## src/rtl/ihc_pkg.sv

```systemverilog
package ihc_pkg;

  typedef enum logic [1:0] {
    UPD_KEEP = 2'd0,
    UPD_DEC  = 2'd1,
    UPD_SOFT = 2'd2,
    UPD_CMD  = 2'd3
  } cnt_upd_e;

  // Update priority: command, then software write, then enabled decrement.
  function automatic cnt_upd_e pick_update(
    input logic cmd,
    input logic soft_wr,
    input logic step,
    input logic nonzero
  );
    cnt_upd_e sel;
    if (cmd)                  sel = UPD_CMD;
    else if (soft_wr)         sel = UPD_SOFT;
    else if (step && nonzero) sel = UPD_DEC;
    else                      sel = UPD_KEEP;
    return sel;
  endfunction

endpackage

```

## src/rtl/ihc_update_sel.sv

```systemverilog
module ihc_update_sel
  import ihc_pkg::*;
(
  input  logic     cmd_i,
  input  logic     soft_wr_i,
  input  logic     step_i,
  input  logic     nonzero_i,
  output cnt_upd_e upd_o
);

  always_comb begin
    upd_o = pick_update(cmd_i, soft_wr_i, step_i, nonzero_i);
  end

endmodule

```

## src/rtl/ihc_counter.sv

```systemverilog
module ihc_counter
  import ihc_pkg::*;
#(
  parameter int CNT_W = 14
) (
  input  logic             clk,
  input  logic             rst_n,
  input  cnt_upd_e         upd_i,
  input  logic [CNT_W-1:0] cmd_val_i,
  input  logic [CNT_W-1:0] soft_val_i,
  output logic [CNT_W-1:0] cnt_o,
  output logic             nonzero_o
);

  localparam logic [CNT_W-1:0] ONE = {{(CNT_W-1){1'b0}}, 1'b1};

  logic [CNT_W-1:0] cnt_q;
  logic [CNT_W-1:0] cnt_d;
  logic             cnt_en;

  // Next-state process
  always_comb begin
    cnt_en = 1'b1;
    cnt_d  = cnt_q;
    unique case (upd_i)
      UPD_CMD:  cnt_d = cmd_val_i;
      UPD_SOFT: cnt_d = soft_val_i;
      UPD_DEC:  cnt_d = cnt_q - ONE;
      default: begin
        cnt_en = 1'b0;
        cnt_d  = cnt_q;
      end
    endcase
  end

  // Register process
  always_ff @(posedge clk or negedge rst_n) begin
    if (!rst_n) begin
      cnt_q <= '0;
    end else if (cnt_en) begin
      cnt_q <= cnt_d;
    end
  end

  assign cnt_o     = cnt_q;
  assign nonzero_o = |cnt_q;

endmodule

```

## src/rtl/ihc_gate.sv

```systemverilog
module ihc_gate #(
  parameter int NUM_LVL = 8,
  parameter int TOP_LVL = 7
) (
  input  logic               hold_i,
  input  logic [NUM_LVL-1:0] req_i,
  output logic [NUM_LVL-1:0] req_o
);

  for (genvar i = 0; i < NUM_LVL; i++) begin : g_lvl
    if (i >= TOP_LVL) begin : g_pass
      assign req_o[i] = req_i[i];
    end else begin : g_mask
      assign req_o[i] = req_i[i] & ~hold_i;
    end
  end

endmodule

```

## src/rtl/irq_hold_ctrl.sv

```systemverilog
module irq_hold_ctrl
  import ihc_pkg::*;
#(
  parameter int CNT_W   = 14,
  parameter int NUM_LVL = 8,
  parameter int TOP_LVL = 7
) (
  input  logic               clk,
  input  logic               rst_n,
  input  logic               cycle_en,
  input  logic               hold_cmd,
  input  logic [CNT_W-1:0]   hold_cnt,
  input  logic               cnt_wr_en,
  input  logic [CNT_W-1:0]   cnt_wr_data,
  output logic [CNT_W-1:0]   cnt_rd_data,
  input  logic [NUM_LVL-1:0] irq_req,
  output logic [NUM_LVL-1:0] irq_gated,
  output logic               hold_active
);

  cnt_upd_e upd;
  logic     cnt_nz;

  ihc_update_sel u_sel (
    .cmd_i     (hold_cmd),
    .soft_wr_i (cnt_wr_en),
    .step_i    (cycle_en),
    .nonzero_i (cnt_nz),
    .upd_o     (upd)
  );

  ihc_counter #(.CNT_W(CNT_W)) u_cnt (
    .clk        (clk),
    .rst_n      (rst_n),
    .upd_i      (upd),
    .cmd_val_i  (hold_cnt),
    .soft_val_i (cnt_wr_data),
    .cnt_o      (cnt_rd_data),
    .nonzero_o  (cnt_nz)
  );

  // The command cycle is masked on its own; the count covers the rest.
  assign hold_active = hold_cmd | cnt_nz;

  ihc_gate #(.NUM_LVL(NUM_LVL), .TOP_LVL(TOP_LVL)) u_gate (
    .hold_i (hold_active),
    .req_i  (irq_req),
    .req_o  (irq_gated)
  );

endmodule

```

## config.mk

```make
export PLATFORM = sky130hd
export DESIGN_NAME = irq_hold_ctrl
export DESIGN_NICKNAME = d
export VERILOG_FILES = /design/src/rtl/ihc_pkg.sv /design/src/rtl/ihc_update_sel.sv /design/src/rtl/ihc_counter.sv /design/src/rtl/ihc_gate.sv /design/src/rtl/irq_hold_ctrl.sv
export SDC_FILE = /design/constraint.sdc
export NUM_CORES = 1
export LEC_CHECK = 0
export CAP_MARGIN = 20
export CORE_MARGIN = 1.5
export CORE_UTILIZATION = 30
export CTS_BUF_LIST = sky130_fd_sc_hd__clkbuf_4 sky130_fd_sc_hd__clkbuf_8
export DETAILED_ROUTE_END_ITERATION = 7
export PLACE_DENSITY_LB_ADDON = 0.1
export SYNTH_ARGS = -nofsm -noshare
export SYNTH_HDL_FRONTEND = slang
export SYNTH_SLANG_ARGS = --single-unit
```

## constraint.sdc

```tcl
create_clock -name clk -period 2.7 [get_ports clk]
set_clock_uncertainty 0.1 [all_clocks]
set_input_delay 0.54 -clock clk [delete_from_list [all_inputs] [get_ports clk]]
set_output_delay 0.54 -clock clk [all_outputs]
set_load 0.1 [all_outputs]
```

==> metrics.md <==
| Metric | Value |
|---|---|
| Yosys cell types | `46` |
| # resized after CTS | `0` |
| Worst Path Arrival | `1.95 ns` |
| Hold path start | `u_cnt.cnt_o[10]` |
| Clock Pin Slew Worst Setup and Hold Paths | `0.07 ns` |
| XOR/XNOR Fraction of Synth Area | `0.07659` |
| Global-route wire length before repair | `6748 microns` |
| Slew HR | `0.5219` |
| Number of H-tree levels | `1` |
| Vias in the first global route | `1440` |
| Critical path's slowest cell | `clkdlybuf4s50_1` |
| Hold Path Class | `flop to flop` |
| Die Area | `0.004191 sq mm` |
| LEAKAGE | `0.7902 nW` |
| Cts bufs inserted | `3` |
| Post-synth EDFFs | `0` |
| Final min period | `2.594 ns` |
| Post-DP Area | `0.001933 sq mm` |
| CP cell instances | `clkdlybuf4s50_1 > nor4b_1 > and4_2 > and2_2 > buf_12` |
| Clock Tree Buf Depth | `2` |
| Critical path endpoint category | `output pin` |
| # hold bufs at CTS | `0` |
| GRT Total Usage | `0.2048` |
| Endpoints failing setup | `0` |
| Ys async rst share | `1.000` |
| Antenna Cells | `0` |
| Wire length on met2 | `1954 microns` |
| Yosys warnings | `0` |
| Critical Path Source | `hold_cmd` |
| Buf/Inv on CP | `2` |
| DR vias/cell | `5.215` |
| Largest family of logic cells by synthesized area | `simple AND/OR/NAND/NOR gates` |
| Largest net degree at the start of global routing | `16` |
| Hold path cells | `1` |
| Pwr Density | `447.4 mW/mm^2` |
| Share of the synthesized area in the top cell type | `0.3063` |
| Port bufs | `61` |
| Synth Area in Compound Gates | `0.2024` |
| Filler cell count | `339` |
| Drt drc | `0` |
| Synth area leader | `dfrtp_1` |
| Synth top cells by count | `18 x nor2_1, 14 x dfrtp_1, 14 x nand3_1` |
| Critical R2R Capture | `u_cnt.cnt_o[5]` |
| Syn-to-layout area delta | `73.96%` |
| I/O pins | `64` |
| Ys flop type | `dfrtp_1` |
| Setup TNS | `0 ns` |
| Nets | `256` |
| Reg-to-reg setup timing slack | `0.37 ns` |
| Root buf cell | `clkbuf_8` |
| Core Rows | `22` |
| Top-count cell post-synth | `nor2_1` |
| CP delay by family, top | `simple AND/OR/NAND/NOR gates` |
| Met3 wire length | `270 microns` |
| Final instance area | `0.001989 sq mm` |
| Slew @ Worst Pin | `0.7149 ns` |
| R2r worst-path depth | `7` |
| Syn Area/Cell | `8.111 sq um` |
| Worst EP required | `2.06 ns` |
| Crit Path Max Fanout | `11` |
| GRT overflow | `0` |
| Die width | `64.74 microns` |
| Final wirelength | `4057 microns` |
| Max_cap viols | `0` |
| Hold EP | `u_cnt.cnt_o[10]` |
| Critical path launch point type | `input port` |
| Worst-Skew Late Latency | `0.25 ns` |
| Mapped Area | `0.001144 sq mm` |
| WL per Instance | `15.60 microns` |
| Maximum clock frequency | `0.3855 GHz` |
| Post-Synth Simple-Gate Area | `0.3260` |
| RSZ-0062 raised after global routing | `no` |
| Top post-synthesis cells by area | `dfrtp_1 31%, nand3_1 6.1%, nor2_1 5.9%, and2_1 3.8%, xnor2_1 3.8%` |
| Chip height | `64.74 microns` |
| DRT iter0 DRCs | `55` |
| Via count | `1356` |
| Detailed placement HPWL | `3236 microns` |
| Placeable Area | `0.003661 sq mm` |
| Max reg flops | `14` |
| Run status | `complete, no violations` |
| Mux share of post-synthesis cell area | `0.008753` |
| Critical path's largest stage delay | `0.43 ns` |
| Hold Violations, Final | `0` |
| Kind of critical path | `input port to output pin` |
| Highest routed metal layer | `met4` |
| Placer Congestion | `0.8789` |
| #FFs+latches synth | `14` |
| Clock sinks | `14` |
| Worst r2r src | `u_cnt.cnt_o[0]` |
| Synth Area in Adders | `0.02188` |
| Routed length on met1 | `1800 microns` |
| Layout cell share with drive strength beyond 1 | `0.2877` |
| Post-Syn Instances | `141` |
| Sequential fraction of the synthesis area | `0.3063` |
| Final Max Slew Viols | `0` |
| Pre-Repair DR Iteration Count | `4` |
| Setup Fix Bufs, Post-CTS | `0` |
| Worst IR Drop VDD | `188.6 uV` |
| CTS tree | `built` |
| Initial Utilization | `0.3124` |
| Tcrit/Tclk final | `0.9607` |
| Synthesized Nets | `184` |
| Initial antenna violation count | `0` |
| Routed Antenna Nets | `0` |
==> routing by layer <==
layer  vias to the layer above  track usage
met5                         -            0
met4                         0      0.05053
met3                         4      0.03646
li1                        669            -
met1                       626       0.2505
met2                        57       0.3686
==> through the flow <==
step	hold WS, ns	cells	total power, mW	utilization	setup slack (ns)
floorplan	0.1444	141	0.5459	-	-0.009274
global placement	0.4650	256	0.6763	0.5280	0.06269
detailed placement	0.4697	256	0.6790	0.5280	0.01901
CTS	0.4870	260	0.8954	0.5431	0.02884
global route	0.5163	260	0.9345	0.5434	0.01389
finish	0.4820	260	0.8900	0.5434	0.1061
==> cell usage in the layout (no fill, tap or decap), drive strengths merged, types with 6 or more instances in the layout <==
cell type      Yosys  routed
clkdlybuf4s50      0      39
buf                5      35
nor2              18      18
nand3             14      14
dfrtp             14      14
a21oi              8       8
and2               7       7
nand2              7       7
o21ai              6       6
nor4               6       6
==> final cells by class <==
type                       instances  area [sq um]  area share
multi-input combinational        114         737.0      0.3704
tap                               48         60.06     0.03019
timing repair buffer              74         753.2      0.3786
sequential                        14         361.6      0.1818
clock buffer                       4         55.05     0.02767
inverter                           6         22.52     0.01132
==> logic make-up (layout without fill, tap and decap cells) <==
kind of cell	after synthesis	after routing
AOI/OAI and AO/OA	34	34
xor gates and xnor gates	10	10
adders and majority gates	2	2
buffers and inverters	13	84
DFF	14	14
muxes	1	1
and+or+nand+nor	67	67
==> worst max path at each step <==
| stage | cells past startpoint | slack (ns) | endpoint |
|---|---|---|---|
| floorplan | 5 | -0.009 | irq_gated[0] |
| global placement | 5 | 0.06 | irq_gated[6] |
| detailed placement | 5 | 0.02 | irq_gated[2] |
| CTS | 5 | 0.03 | irq_gated[5] |
| global route | 4 | 0.01 | irq_gated[1] |
| finish | 5 | 0.11 | irq_gated[2] |
==> power breakdown <==
| group | internal [mW] | switching [mW] | total [mW] |
|---|---|---|---|
| clock network | 0.129 | 0.0857 | 0.215 |
| registers | 0.236 | 0.0435 | 0.280 |
| logic | 0.137 | 0.258 | 0.395 |
Note: power is estimated with default switching activity, not from simulation.
